`src/rtl/sxa_pkg.sv`:
```
package sxa_pkg;

   localparam int unsigned INSTR_W = 32;
   localparam int unsigned REG_IDX_W = 5;

   // field positions inside the instruction word (decoded by neighbours too)
   localparam int unsigned MAJ_HI = 31;
   localparam int unsigned MAJ_LO = 26;
   localparam int unsigned RB_HI  = 25;
   localparam int unsigned RB_LO  = 21;
   localparam int unsigned RI_HI  = 20;
   localparam int unsigned RI_LO  = 16;
   localparam int unsigned RD_HI  = 15;
   localparam int unsigned RD_LO  = 11;
   localparam int unsigned SC_HI  = 10;
   localparam int unsigned SC_LO  = 9;
   localparam int unsigned SUB_HI = 8;
   localparam int unsigned SUB_LO = 6;
   localparam int unsigned MIN_HI = 5;
   localparam int unsigned MIN_LO = 0;

   localparam int unsigned SCALE_W = SC_HI - SC_LO + 1;

   // encodings
   localparam logic [5:0] WORD_MAJ  = 6'b000000;
   localparam logic [2:0] WORD_SUB  = 3'b000;
   localparam logic [5:0] WORD_MIN  = 6'b001111;
   localparam logic [5:0] DWORD_MAJ = 6'b010110;
   localparam logic [2:0] DWORD_SUB = 3'b100;
   localparam logic [5:0] DWORD_MIN = 6'b000100;

   typedef enum logic [1:0] {
      OP_NONE  = 2'd0,
      OP_WORD  = 2'd1,
      OP_DWORD = 2'd2
   } sxa_op_e;

   typedef struct packed {
      sxa_op_e                op;
      logic [REG_IDX_W-1:0]   dest;
      logic [SCALE_W-1:0]     scale;
   } sxa_dec_t;

   typedef enum logic [1:0] {
      OUT_IDLE  = 2'd0,
      OUT_WRITE = 2'd1,
      OUT_EXC   = 2'd2,
      OUT_MISS  = 2'd3
   } sxa_outcome_e;

endpackage

```
`src/rtl/sxa_decode.sv`:
```
module sxa_decode
   import sxa_pkg::*;
(
   input  logic [INSTR_W-1:0] instr,
   output sxa_dec_t           dec
);

   logic [5:0] maj;
   logic [2:0] sub;
   logic [5:0] mnr;
   logic       hit_word;
   logic       hit_dword;
   logic       unused_src_fields;

   assign maj = instr[MAJ_HI:MAJ_LO];
   assign sub = instr[SUB_HI:SUB_LO];
   assign mnr = instr[MIN_HI:MIN_LO];

   // register indices of the sources are consumed by the register file read
   assign unused_src_fields = ^{instr[RB_HI:RB_LO], instr[RI_HI:RI_LO]};

   assign hit_word  = (maj == WORD_MAJ)  && (sub == WORD_SUB)  && (mnr == WORD_MIN);
   assign hit_dword = (maj == DWORD_MAJ) && (sub == DWORD_SUB) && (mnr == DWORD_MIN);

   always_comb begin
      dec.dest  = instr[RD_HI:RD_LO];
      dec.scale = instr[SC_HI:SC_LO];
      if (hit_word) begin
         dec.op = OP_WORD;
      end else if (hit_dword) begin
         dec.op = OP_DWORD;
      end else begin
         dec.op = OP_NONE;
      end
   end

endmodule

```
`src/rtl/sxa_scale_add.sv`:
```
module sxa_scale_add #(
   parameter int unsigned W       = 64,
   parameter int unsigned SCALE_W = 2
) (
   input  logic [W-1:0]       idx,
   input  logic [W-1:0]       base,
   input  logic [SCALE_W-1:0] scale,
   output logic [W-1:0]       sum
);

   localparam int unsigned NSHIFT = 1 << SCALE_W;

   if (W <= NSHIFT) begin : g_bad_width
      $error("sxa_scale_add: W must exceed the largest shift");
   end

   logic [W-1:0] cand [NSHIFT];
   logic [W-1:0] shifted;

   // one fixed-shift wire per scale value; the selector picks one
   for (genvar g = 0; g < NSHIFT; g++) begin : g_shift
      assign cand[g] = {idx[W-2-g:0], {(g + 1){1'b0}}};
   end

   assign shifted = cand[scale];
   assign sum     = shifted + base;

endmodule

```
`src/rtl/sxa_out_reg.sv`:
```
module sxa_out_reg
   import sxa_pkg::*;
#(
   parameter int unsigned XLEN = 64
) (
   input  logic                 clk,
   input  logic                 rst,
   input  sxa_outcome_e         outcome,
   input  logic [XLEN-1:0]      result_d,
   input  logic [REG_IDX_W-1:0] dest_d,
   output logic [XLEN-1:0]      result_q,
   output logic [REG_IDX_W-1:0] dest_q,
   output logic                 wen_q,
   output logic                 exc_q,
   output logic                 miss_q
);

   always_ff @(posedge clk) begin
      if (rst) begin
         wen_q  <= 1'b0;
         exc_q  <= 1'b0;
         miss_q <= 1'b0;
      end else begin
         wen_q  <= (outcome == OUT_WRITE);
         exc_q  <= (outcome == OUT_EXC);
         miss_q <= (outcome == OUT_MISS);
      end
   end

   // data path loads only on a write, so it holds otherwise
   always_ff @(posedge clk) begin
      if (rst) begin
         result_q <= '0;
         dest_q   <= '0;
      end else if (outcome == OUT_WRITE) begin
         result_q <= result_d;
         dest_q   <= dest_d;
      end
   end

endmodule

```
`src/rtl/sxa_exec_unit.sv`:
```
module sxa_exec_unit
   import sxa_pkg::*;
#(
   parameter int unsigned XLEN         = 64,
   parameter int unsigned WLEN         = 32,
   parameter bit          SHARE_ADDER  = 1'b1
) (
   input  logic                 clk,
   input  logic                 rst,
   input  logic                 in_valid,
   input  logic [31:0]          instr,
   input  logic [XLEN-1:0]      src_idx,
   input  logic [XLEN-1:0]      src_base,
   input  logic                 mode64_en,
   output logic [XLEN-1:0]      out_result,
   output logic [4:0]           out_dest,
   output logic                 out_wen,
   output logic                 out_rsvd_exc,
   output logic                 out_nomatch
);

   localparam int unsigned EXT_W = XLEN - WLEN;

   if (WLEN >= XLEN) begin : g_bad_len
      $error("sxa_exec_unit: WLEN must be narrower than XLEN");
   end
   if (REG_IDX_W != 5 || INSTR_W != 32) begin : g_bad_pkg
      $error("sxa_exec_unit: package widths do not match the port list");
   end

   sxa_dec_t     dec;
   logic [XLEN-1:0] full_sum;
   logic [WLEN-1:0] word_sum;
   logic [XLEN-1:0] word_ext;
   logic [XLEN-1:0] result_d;
   sxa_outcome_e outcome;

   sxa_decode u_decode (
      .instr (instr),
      .dec   (dec)
   );

   sxa_scale_add #(
      .W       (XLEN),
      .SCALE_W (SCALE_W)
   ) u_add_full (
      .idx   (src_idx),
      .base  (src_base),
      .scale (dec.scale),
      .sum   (full_sum)
   );

   if (SHARE_ADDER) begin : g_shared
      // low bits of a sum depend only on low bits of the operands
      assign word_sum = full_sum[WLEN-1:0];
   end else begin : g_split
      sxa_scale_add #(
         .W       (WLEN),
         .SCALE_W (SCALE_W)
      ) u_add_word (
         .idx   (src_idx[WLEN-1:0]),
         .base  (src_base[WLEN-1:0]),
         .scale (dec.scale),
         .sum   (word_sum)
      );
   end

   assign word_ext = {{EXT_W{word_sum[WLEN-1]}}, word_sum};
   assign result_d = (dec.op == OP_WORD) ? word_ext : full_sum;

   always_comb begin
      if (!in_valid) begin
         outcome = OUT_IDLE;
      end else begin
         unique case (dec.op)
            OP_WORD:  outcome = OUT_WRITE;
            OP_DWORD: outcome = mode64_en ? OUT_WRITE : OUT_EXC;
            default:  outcome = OUT_MISS;
         endcase
      end
   end

   sxa_out_reg #(
      .XLEN (XLEN)
   ) u_out (
      .clk      (clk),
      .rst      (rst),
      .outcome  (outcome),
      .result_d (result_d),
      .dest_d   (dec.dest),
      .result_q (out_result),
      .dest_q   (out_dest),
      .wen_q    (out_wen),
      .exc_q    (out_rsvd_exc),
      .miss_q   (out_nomatch)
   );

endmodule

```
`config.mk`:
```
export PLATFORM = sky130hd
export DESIGN_NAME = sxa_exec_unit
export DESIGN_NICKNAME = d
export VERILOG_FILES = /design/src/rtl/sxa_pkg.sv /design/src/rtl/sxa_decode.sv /design/src/rtl/sxa_scale_add.sv /design/src/rtl/sxa_out_reg.sv /design/src/rtl/sxa_exec_unit.sv
export SDC_FILE = /design/constraint.sdc
export NUM_CORES = 1
export LEC_CHECK = 0
export CAP_MARGIN = 10
export CELL_PAD_IN_SITES_DETAIL_PLACEMENT = 0
export CELL_PAD_IN_SITES_GLOBAL_PLACEMENT = 1
export CORE_ASPECT_RATIO = 0.75
export CORE_MARGIN = 8
export CORE_UTILIZATION = 52
export DETAILED_ROUTE_END_ITERATION = 7
export DONT_BUFFER_PORTS = 1
export GPL_ROUTABILITY_DRIVEN = 0
export PLACE_DENSITY = 0.91
export REMOVE_ABC_BUFFERS = 1
export SYNTH_ARGS = -nofsm -noshare
export SYNTH_HDL_FRONTEND = slang
export SYNTH_HIERARCHICAL = 1
export SYNTH_SLANG_ARGS = --single-unit
```
`constraint.sdc`:
```
create_clock -name clk -period 13.3 [get_ports clk]
set_clock_uncertainty 0.1 [all_clocks]
set_input_delay 1.33 -clock clk [delete_from_list [all_inputs] [get_ports clk]]
set_output_delay 1.33 -clock clk [all_outputs]
set_load 0.01 [all_outputs]
```
; Word level (Yosys, flattened, before mapping)
; Cells that the tools add are included.
[totals]
regBits = 72
latch_bits = 0
ram_bits = 0
romBits = 0
input_bits = 164
wordCells = 32
n_memories = 0
[op_classes]
n_addsub = 1
n_mul = 0
div = 0
order_cmp = 1
eq_ne = 9
shift = 0
mux = 9
n_bitwise = 1
reduce_logical = 6
[ops]
columns = cell, n
row1 = $mux W64, 3
row2 = $bmux W64 S2, 1
row3 = $add A64 B64 Y64, 1
row4 = $mux W2, 4
row5 = $eq A2 B2 Y1 const B, 3
row6 = $eq A6 B3 Y1 const B, 1
row7 = $eq A6 B4 Y1 const B, 1
row8 = $eq A6 B5 Y1 const B, 1
row9 = $logic_not A6 Y1, 1
row10 = $eq A2 B1 Y1 const B, 2
row11 = $logic_and A1 B1 Y1, 4
row12 = $pmux W2 S2, 1
row13 = $eq A3 B3 Y1 const B, 1
row14 = $ge A3 B3 Y1 const B, 1
row15 = $logic_not A3 Y1, 1
row16 = $not A2 Y3, 1

; Longest topological paths before layout
; Gate-level depths: netlist of the first run.
[depth]
ltp_word = 9
ltp_mapped = 21
mapped_depth_nobuf = 17

; Modules after synthesis
; Netlist of the first run, hierarchy kept.
[modules_own_cells]
columns = mod, instances, cells_each, area_each_um2
row1 = sxa_scale_add, 1, 629, 5156.2
row2 = sxa_out_reg, 1, 321, 3211.8
row3 = sxa_exec_unit, 1, 79, 386.6
row4 = sxa_decode, 1, 16, 128.9

; Worst setup path after synthesis of the first run
; No wires, ideal clock.
[synth_timing]
path_type = in2reg
start = in instr[9]
end = reg u_out.result_q[59]
t_arrival_ps = 5521
t_required_ps = 13126
setup_slack_ps = 7605
cell_stages = 18
cell_sequence = buf_4 -> buf_1 -> buf_1 -> mux4_2 -> ha_1 -> nand4_1 -> or3_1 -> a2111oi_0 -> o31ai_1 -> a311oi_1 -> o2111ai_1 -> a21oi_1 -> nor4b_1 -> a311oi_1 -> inv_1 -> o21ai_0 -> nand4bb_1 -> o21ai_0
[synth_between]
elab_chain_cells = 6
[synth_rtl]
columns = element, line_no
row1 = "start, declared", sxa_exec_unit.sv:11  ; input logic [31:0] instr,
row2 = $not A2 Y3 (not written as such), sxa_scale_add.sv:25  ; assign shifted = cand[scale];
row3 = $bmux W64 S2, sxa_scale_add.sv:25
row4 = $mux W64 (not written as such) (2 in series), sxa_scale_add.sv:25
row5 = $add A64 B64 Y64, sxa_scale_add.sv:26  ; assign sum = shifted + base;
row6 = net full_sum[59], sxa_exec_unit.sv:32  ; logic [XLEN-1:0] full_sum;
row7 = $mux W64, sxa_exec_unit.sv:69  ; assign result_d = (dec.op == OP_WORD) ? word_ext : full_sum;
row8 = net result_d[59], sxa_exec_unit.sv:35  ; logic [XLEN-1:0] result_d;
row9 = "end signal, assigned", sxa_out_reg.sv:36  ; result_q <= result_d;
row10 = "end, declared", sxa_out_reg.sv:11  ; output logic [XLEN-1:0] result_q,
; The timed path passes the listed nets, and every way through them passes these cells. The select of a mux whose other input is x is not followed.
; A chain may end at the register's enable or synchronous reset.

; Worst setup path in the final report of the first run
; Same ends and word-level chain as after synthesis.

==> results.yml, run 1 <==
floorplanning:
  io_pins: 236
  dieWidth_um: 167
  dieArea_mm2: 0.0216
  coreArea_mm2: 0.0168
  initial_core_util_pct: 53.0
  core.rowCount: 41
  fp.dieH_um: 129
clocking:
  cts_sinks: 72
  cts_inserted_buffers: 9
  clk_latency_ps: 340
  clockBufferDepth: 2
  postCtsSetupBuffers: 0
  cts_resized: 0
  cts_tree: "done"
  clk_pin_slew_ps: 60
  root_buffer: "clkbuf_16"
  h-tree-depth: 3
  cts_hold_buf: 0
critical_path:
  end_kind: "flip-flop"
  r2r_start: "u_out/result_q[18]"
  arrival_ps: 5410
  crit_fanout: 65
  cp.required_ps: 13460
  worstSetupPathType: "input port to flip-flop"
  startpoint: "instr[9]"
  cp-start-kind: "input port"
route:
  top_layer_used: "met4"
  route.met2.wl_mm: 10.9
  wl_met3_mm: 2.58
  drt_iter0_drc: 662
  drc: 0
  num_vias: 7795
  drt-total-wl_mm: 24.7
  vias_per_cell: 6.58
  ant_nets: 0
  wl_met1_mm: 10.9
  dr.pass1.iters: 5
  avgRoutedWirePerCell_um: 20.8
timing:
  slew_headroom_pct: 47.1
  worst_slew_pin_slew_ps: 793
  whs_ps: 412
  finalWorstSetupSlack_ps: 8050
  timing.final.hold_violations: 0
  rsz0062_at_grt: "false"
  period_share_pct: 39.4
  period_needed_ps: 5250
  setup_violations: 0
  tns_ps: 0
  fmaxAchievable_mhz: 191
  final_max_slew_viol_count: 0
pwr:
  power_density_mw_per_mm2: 98.3
  ir_drop_v: 0.0000472
  p_leak_nw: 3.38
  fin_total_pwr_mw: 0.887
logic_synthesis:
  syn_inst: 1045
  ys_seq_area_share_pct: 16.2
  synth_seq_cells: 72
  yosys.area.top_type: "dfxtp_1"
  avgSynthCellArea_um2: 8.50
  synth_edf_count: 0
  async_reset_ff_share_pct: 0
  synthTopCellsByArea: "dfxtp_1, mux4_2, ha_1"
  synth_ff_type: "dfxtp_1"
  yosys_warnings: 6
  synth.top_cell.area_share_pct: 16.2
  synth.distinct_cells: 72
  synth.cell_area_mm2: 0.00888
hold_path:
  hp-class: "flip-flop to flip-flop"
  min_from: "u_out/result_q[60]"
placement:
  hpwl_mm: 18.9
  pre_cts_slack_ps: 7730
  port_buffers: 0
grt:
  grt_usage_pct: 21.8
  gr-total-overflow: 0
  grt_max_degree: 142
  grt_pass1_wl_mm: 38.8
  antenna_found_initial: 0
  grt_pass1_vias: 7327
layout:
  drive_gt1_share_pct: 10.3
  layout_common_cells: "o21ai_0, a21oi_1, dfxtp_1"
  antennaDiodeCount: 0
  synthToLayoutAreaGrowth_pct: 1.65
  final_common_cell: "o21ai_0"
  final_util_pct: 53.8
  nNetsFinal: 1194
status:
  status: "finished clean"
flow_run:
  drv_cap: 0
==> final cells by class <==
type,count,area [µm²]
Fill cell,1588,7740
Multi-Input combinational cell,823,6810
Sequential cell,72,1440
Tap cell,215,269
Clock buffer,10,229
Inverter,55,206
Clock inverter,6,45.0
Timing Repair Buffer,4,30.0
==> report_power, final <==
part	switching (mW)	internal, mW
sequential	0.0260	0.237
combinational	0.213	0.179
clock	0.105	0.127
total	0.345	0.542
==> sequential cells by signal, indices dropped and copies added (netlist names) <==
| register | flops |
|---|---|
| u_out/result_q | 64 |
| u_out/dest_q | 5 |
| u_out/wen_q | 1 |
| u_out/exc_q | 1 |
| u_out/miss_q | 1 |
==> per-layer routing <==
layer | global-route usage, % | vias to the layer above
li1 | - | 3754
met2 | 34.5 | 323
met1 | 28.4 | 3695
met3 | 7.90 | 23
met5 | 0 | -
met4 | 4.23 | 0
==> worst max-delay path, cell delays in order <==
cell and delay, ps:
mux4_2 480, ha_1 410, a211o_1 300, a21oi_1 340, o211ai_1 150, o31ai_1 660, a311oi_1 270, o2111ai_1 350
and2_1 200, o21ai_0 130, a311oi_1 300, inv_1 60, o21ai_0 160, nand4bb_1 140, o21ai_0 120
==> path summary, 6_finish.rpt <==
check,endpoint,slack [ps],cells after the start
max,u_out/result_q[59],8050,15
min,u_out/result_q[60],410,2
max reg2reg,u_out/result_q[18],12430,2
min reg2reg,u_out/result_q[60],410,2
==> through the flow <==
| step | cell area [µm²] | cells |
|---|---|---|
| global placement | 8760 | 1169 |
| global route | 9030 | 1185 |
| floorplan | 8450 | 950 |
| detailed placement | 8760 | 1169 |
| finish | 9030 | 1185 |
| CTS | 9030 | 1185 |
==> synth_stat cells, drive strengths merged (7+ instances only) <==
library cell and number:
o21ai 133, a21oi 77, dfxtp 72, nand2b 71, nand4bb 69, clkbuf 66
ha 64, mux4 59, inv 55, nand2 54, xnor2 35, a21o 32
nor2 32, buf 29, xor2 21, nand4 18, nand3 13, o21bai 13
a211oi 11, nor3 11, and2 9, nor2b 9, o21a 9, o31ai 7
==> logic make-up after synthesis <==
kind of cell | Yosys count | synth area share [%]
xor gates and xnor gates | 56 | 5.52
adders and majority gates | 65 | 9.24
AOI/OAI and AO/OA | 326 | 22.7
buffers and inverters | 150 | 7.23
and+or+nand+nor | 315 | 23.9
muxes | 61 | 15.2
DFF | 72 | 16.2
(Power assumes the default switching activity.)
==> run 2: changes to the inputs <==
CORE_UTILIZATION = 44   (was 52)
PLACE_DENSITY = 0.83   (was 0.91)
clock period = 4.41 ns   (was 13.3 ns; I/O delays follow)
==> run 2 against run 1 <==
- routed wire length increased by 6.6%
- utilization is 6.7 points lower
- non-clock buffer count is 40 higher
- final cell count increased by 7.0%
- register-to-register slack worse by 8900 ps
- die area is 16% higher
- critical path type unchanged
- cell area rose by 4.6%
- critical endpoint is now u_out/result_q[41]
==> results.yml, run 2 (synthesis results as in run 1) <==
critical_path:
  end_kind: "flip-flop"
  crit_slowest_cell: "mux4_2"
  cpPeakStageDelay_ps: 480
  cp-start-kind: "input port"
  r2r-end: "u_out/result_q[23]"
  crit_fanout: 65
  worstSetupPathType: "input port to flip-flop"
  arrival_ps: 4210
  r2r_setup_slack_ps: 3540
  cp.required_ps: 4560
  worst_path_most_repeated_cell: "o21ai_0"
  path_cells: "mux4_2, ha_1, nand2_1, or3_1, a2111o_1, nand3_2, a21boi_0, o21ai_0, a31oi_1, o21bai_1, xnor2_1, nand2_2, buf_12, o21ai_0, nand4bb_1, o21ai_0"
  reg2reg_depth: 2
  r2r_start: "u_out/result_q[23]"
route:
  top_layer_used: "met4"
  drc: 0
  wl_met3_mm: 2.64
  ant_nets: 0
  route.met2.wl_mm: 11.1
  vias_per_cell: 6.26
  num_vias: 7942
  dr.pass1.iters: 5
  drt_iter0_drc: 510
  avgRoutedWirePerCell_um: 20.7
  wl_met1_mm: 12.3
  drt-total-wl_mm: 26.3
clocking:
  root_buffer: "clkbuf_16"
  clockBufferDepth: 2
  cts_resized: 0
  cts_tree: "done"
  clk_pin_slew_ps: 60
  cts_inserted_buffers: 9
  h-tree-depth: 3
  postCtsSetupBuffers: 0
  cts_sinks: 72
  cts_hold_buf: 0
  clk_latency_ps: 330
layout:
  regArea_mm2: 0.00144
  drive_gt1_share_pct: 14.0
  fillerInstances: 1987
  antennaDiodeCount: 0
  layout_common_cells: "o21ai_0, a21oi_1, dfxtp_1"
  regMostFlops: "u_out/result_q"
  final_common_cell: "o21ai_0"
  top_regs: "u_out/result_q (64), u_out/dest_q (5)"
  multi_input_area_mm2: 0.00682
  nNetsFinal: 1234
  fin_area_mm2: 0.00945
  largest_reg_flops: 64
  instances_no_fill: 1268
  synthToLayoutAreaGrowth_pct: 6.35
placement:
  pre_cts_slack_ps: -96.7
  placed_area_mm2: 0.00912
  hpwl_mm: 20.0
  dp_cells: 1252
  port_buffers: 0
timing:
  finalWorstSetupSlack_ps: 356
  period_share_pct: 91.9
  timing.final.hold_violations: 0
  final_max_slew_viol_count: 0
  slew_headroom_pct: 43.0
  whs_ps: 113
  fmaxAchievable_mhz: 247
  worst_slew_pin_slew_ps: 854
  period_needed_ps: 4050
  tns_ps: 0
  rsz0062_at_grt: "false"
  setup_violations: 0
floorplanning:
  io_pins: 236
  dieArea_mm2: 0.0250
  initial_core_util_pct: 44.3
  coreArea_mm2: 0.0200
  fp.dieH_um: 139
  core.rowCount: 45
  dieWidth_um: 180
grt:
  grt_max_degree: 142
  grt_pass1_wl_mm: 42.6
  grt_usage_pct: 20.3
  grt_pass1_vias: 7764
  gr-total-overflow: 0
  antenna_found_initial: 0
hold_path:
  holdPathStages: 1
  whs_endpoint: "u_out/wen_q"
  min_from: "rst"
  hp-class: "input port to flip-flop"
pwr:
  power_density_mw_per_mm2: 302
  p_leak_nw: 3.61
  ir_drop_v: 0.000149
status:
  status: "finished clean"
flow_run:
  drv_cap: 0
## run 2: worst max path at each step
| stage | start | to | slack, ps | cells after the start |
|---|---|---|---|---|
| 2_1_floorplan | instr[5] | u_out/dest_q[0] | -1430 | 7 |
| 3_3_place_gp | instr[9] | u_out/result_q[59] | -110 | 17 |
| 3_5_place_dp | instr[9] | u_out/result_q[59] | -100 | 17 |
| 4_1_cts | instr[9] | u_out/result_q[59] | 270 | 18 |
| 5_1_grt | instr[9] | u_out/result_q[59] | 50 | 16 |
| 6_report | instr[9] | u_out/result_q[41] | 360 | 16 |
## run 2: worst max-delay path, delay by kind of cell
kind | cells | cell delay, ps
fa+ha+maj | 1 | 380
buf+inv | 1 | 200
mux | 1 | 480
xor+xnor | 1 | 190
compound gates | 7 | 1550
simple gates | 5 | 960
## run 2: routing by layer
layer	track usage (%)	vias to the layer above
met5	0	-
met4	4.43	0
met3	7.88	24
met2	29.9	301
met1	27.7	3791
li1	-	3826
## run 2: cell type report
class                      instances  area share [%]
clock buffer                      14            3.01
clock inverter                     2           0.371
inverter                          55            2.19
multi-input combinational        823            72.1
sequential                        72            15.3
tap                              258            3.42
timing repair buffer              44            3.63
## run 2: where the power goes
| part | leakage [nW] | switching (mW) | internal (mW) |
|---|---|---|---|
| clock network | 0.159 | 0.301 | 0.500 |
| logic | 2.87 | 0.670 | 0.587 |
| registers | 0.589 | 0.0843 | 0.714 |
| total | 3.61 | 1.06 | 1.80 |
## run 2: metrics by stage
stage / power (mW) / utilization (%)
global placement: 2.04 / 45.5
floorplan: 1.74 / -
detailed placement: 2.05 / 45.5
global route: 3.06 / 47.1
CTS: 2.88 / 47.1
finish: 2.86 / 47.1
==> run 3: changes to the inputs <==
ABC_AREA = 1   (was default)
ABC_CLOCK_PERIOD_IN_PS = 4410   (was default)
CORE_UTILIZATION = 39   (was 44)
PLACE_DENSITY = 0.82   (was 0.83)
==> run 3 against run 2 <==
- sequential power is 3.3% lower
- synthesized cell count is 90% higher
- routed wire length up 36%
- cell area rose by 18%
- final cell count grew 81%
- die area increased by 31%
- critical path depth did not move
- critical endpoint is now u_out/result_q[57]
- register-to-register slack gained 70 ps
- combinational power increased by 30%
==> results.yml, run 3 <==
status:
  status: "finished clean"
logic_synthesis:
  yosysMostFrequentCell: "nand2_1"
  synthTopCellsByCount: "nand2_1, inv_1, nor2_1, nand3_1, mux2i_1"
  synthTopCellsByArea: "nand2_1, inv_1, dfxtp_1"
  avgSynthCellArea_um2: 5.36
  synth.top_cell.area_share_pct: 26.0
  synth_edf_count: 0
  synth.distinct_cells: 28
  synth_seq_cells: 72
  yosys_warnings: 6
  async_reset_ff_share_pct: 0
  syn_inst: 1982
  ys_seq_area_share_pct: 13.6
  yosys.area.top_type: "nand2_1"
  synth.cell_area_mm2: 0.0106
  synth_ff_type: "dfxtp_1"
floorplanning:
  dieWidth_um: 207
  coreArea_mm2: 0.0269
  initial_core_util_pct: 39.5
  fp.dieH_um: 159
  core.rowCount: 52
  io_pins: 236
  dieArea_mm2: 0.0328
clocking:
  clk_pin_slew_ps: 60
  cts_hold_buf: 0
  cts_inserted_buffers: 9
  cts_tree: "done"
  cts_resized: 0
  postCtsSetupBuffers: 0
  cts_sinks: 72
  root_buffer: "clkbuf_16"
  h-tree-depth: 3
  clk_latency_ps: 330
  clockBufferDepth: 2
pwr:
  p_leak_nw: 6.97
  ir_drop_v: 0.000135
  internal_power_mw: 1.75
  p_sw_mw: 1.46
  clockPowerShare_pct: 25.0
  sw_frac_of_total_pct: 45.5
  power_density_mw_per_mm2: 289
  combPwrFrac_pct: 51.0
  seqPwrFrac_pct: 24.0
critical_path:
  cp-start-kind: "input port"
  end_kind: "flip-flop"
  cp.required_ps: 4590
  worstSetupPathType: "input port to flip-flop"
  crit_fanout: 67
  arrival_ps: 3570
layout:
  final_common_cell: "nand2_1"
  instances_no_fill: 2299
  multi_input_area_mm2: 0.00737
  regArea_mm2: 0.00144
  fillerInstances: 3113
  layout_common_cells: "nand2_1, inv_1, nor2_1"
  synthToLayoutAreaGrowth_pct: 4.77
  antennaDiodeCount: 0
  largest_reg_flops: 64
  top_regs: "u_out/result_q (64), u_out/dest_q (5)"
  regMostFlops: "u_out/result_q"
  fin_area_mm2: 0.0111
  drive_gt1_share_pct: 3.49
  final_util_pct: 41.4
  nNetsFinal: 2172
grt:
  grt_usage_pct: 21.3
  antenna_found_initial: 0
  grt_max_degree: 71
  gr-total-overflow: 0
  grt_pass1_wl_mm: 55.6
  grt_pass1_vias: 10300
placement:
  port_buffers: 0
  placed_area_mm2: 0.0108
  hpwl_mm: 30.3
  pre_cts_slack_ps: 676
  dp_cells: 2283
timing:
  final_max_slew_viol_count: 0
  worst_slew_pin_slew_ps: 1140
  finalWorstSetupSlack_ps: 1010
  setup_violations: 0
  period_share_pct: 77.0
  timing.final.hold_violations: 0
  rsz0062_at_grt: "false"
  slew_headroom_pct: 23.9
  fmaxAchievable_mhz: 294
  period_needed_ps: 3400
  tns_ps: 0
route:
  vias_per_cell: 4.84
  avgRoutedWirePerCell_um: 15.5
  drt-total-wl_mm: 35.7
  drc: 0
  drt_iter0_drc: 823
  dr.pass1.iters: 5
  ant_nets: 0
  num_vias: 11100
hold_path:
  hp-class: "input port to flip-flop"
flow_run:
  drv_cap: 0
==> run 3: cell count changes in the layout (fill, tap and decap cells not counted), moves of 96 or more <==
cell and delta:
nor2_1 +226, o21ai_0 -96, mux2i_1 +109, nand2_1 +684, nand3_1 +112, inv_1 +337
==> run 3: path summary, 6_finish.rpt <==
path                        endpoint  slack (ps)  cells after the start               start
setup / recovery  u_out/result_q[57]        1010                     16            instr[9]
hold / removal           u_out/exc_q          70                      1                 rst
setup reg to reg  u_out/result_q[49]        3610                      2  u_out/result_q[49]
hold reg to reg      u_out/dest_q[1]         430                      2     u_out/dest_q[1]
==> run 3: kinds of logic (layout without fill, tap and decap cells) <==
| kind of cell | after synthesis | after routing | synth area share, % |
|---|---|---|---|
| flip-flops | 72 | 72 | 13.6 |
| buffers and inverters | 454 | 420 | 17.2 |
| XOR/XNOR | 32 | 32 | 2.64 |
| AO/OA/AOI/OAI | 60 | 60 | 2.97 |
| AND/OR/NAND/NOR | 1188 | 1188 | 45.5 |
| multiplexers | 111 | 111 | 10.5 |
| adder cells (fa/ha/maj) | 65 | 65 | 7.73 |
==> run 3: final cells by class <==
type,instances,share of cell area [%]
clock buffer,10,2.15
clock inverter,6,0.832
inverter,396,13.4
multi-input combinational,1456,66.2
sequential,72,13.0
tap,351,3.95
timing repair buffer,8,0.540
==> run 3: power by group through the flow <==
stage	clock (mW)	sequential (mW)	combinational, mW
2_1_floorplan	0	0.767	1.17
3_3_place_gp	0	0.787	1.60
3_5_place_dp	0	0.789	1.61
4_1_cts	0.825	0.774	1.62
5_1_grt	0.852	0.780	1.85
6_report	0.802	0.772	1.64
==> run 3: routing by layer <==
layer  vias to the layer above  track usage (%)  wire length, µm
li1                       5880                -                -
met2                       342             29.3            13400
met3                        19             4.53             3280
met1                      4891             32.9            18700
met5                         -                0                0
met4                         0             3.85              386
==> run 3: critical path, stage by stage <==
cell,delay (ps)
mux2i_1,240
mux2i_1,110
ha_1,460
nand2_1,150
nor2_1,180
inv_1,110
nor2_1,210
a21oi_1,120
nand2_2,120
xor2_1,410
nand2_2,470
nand2_1,200
inv_1,50
nand3_1,60
nand2_1,70
nor2_1,110
==> run 3: stage by stage <==
step / power (mW) / hold WS, ps
after global placement: 2.39 / 419
after global routing: 3.48 / 55.9
after CTS: 3.21 / 57.0
after floorplan: 1.93 / 408
final: 3.21 / 72.9
after detailed placement: 2.40 / 421
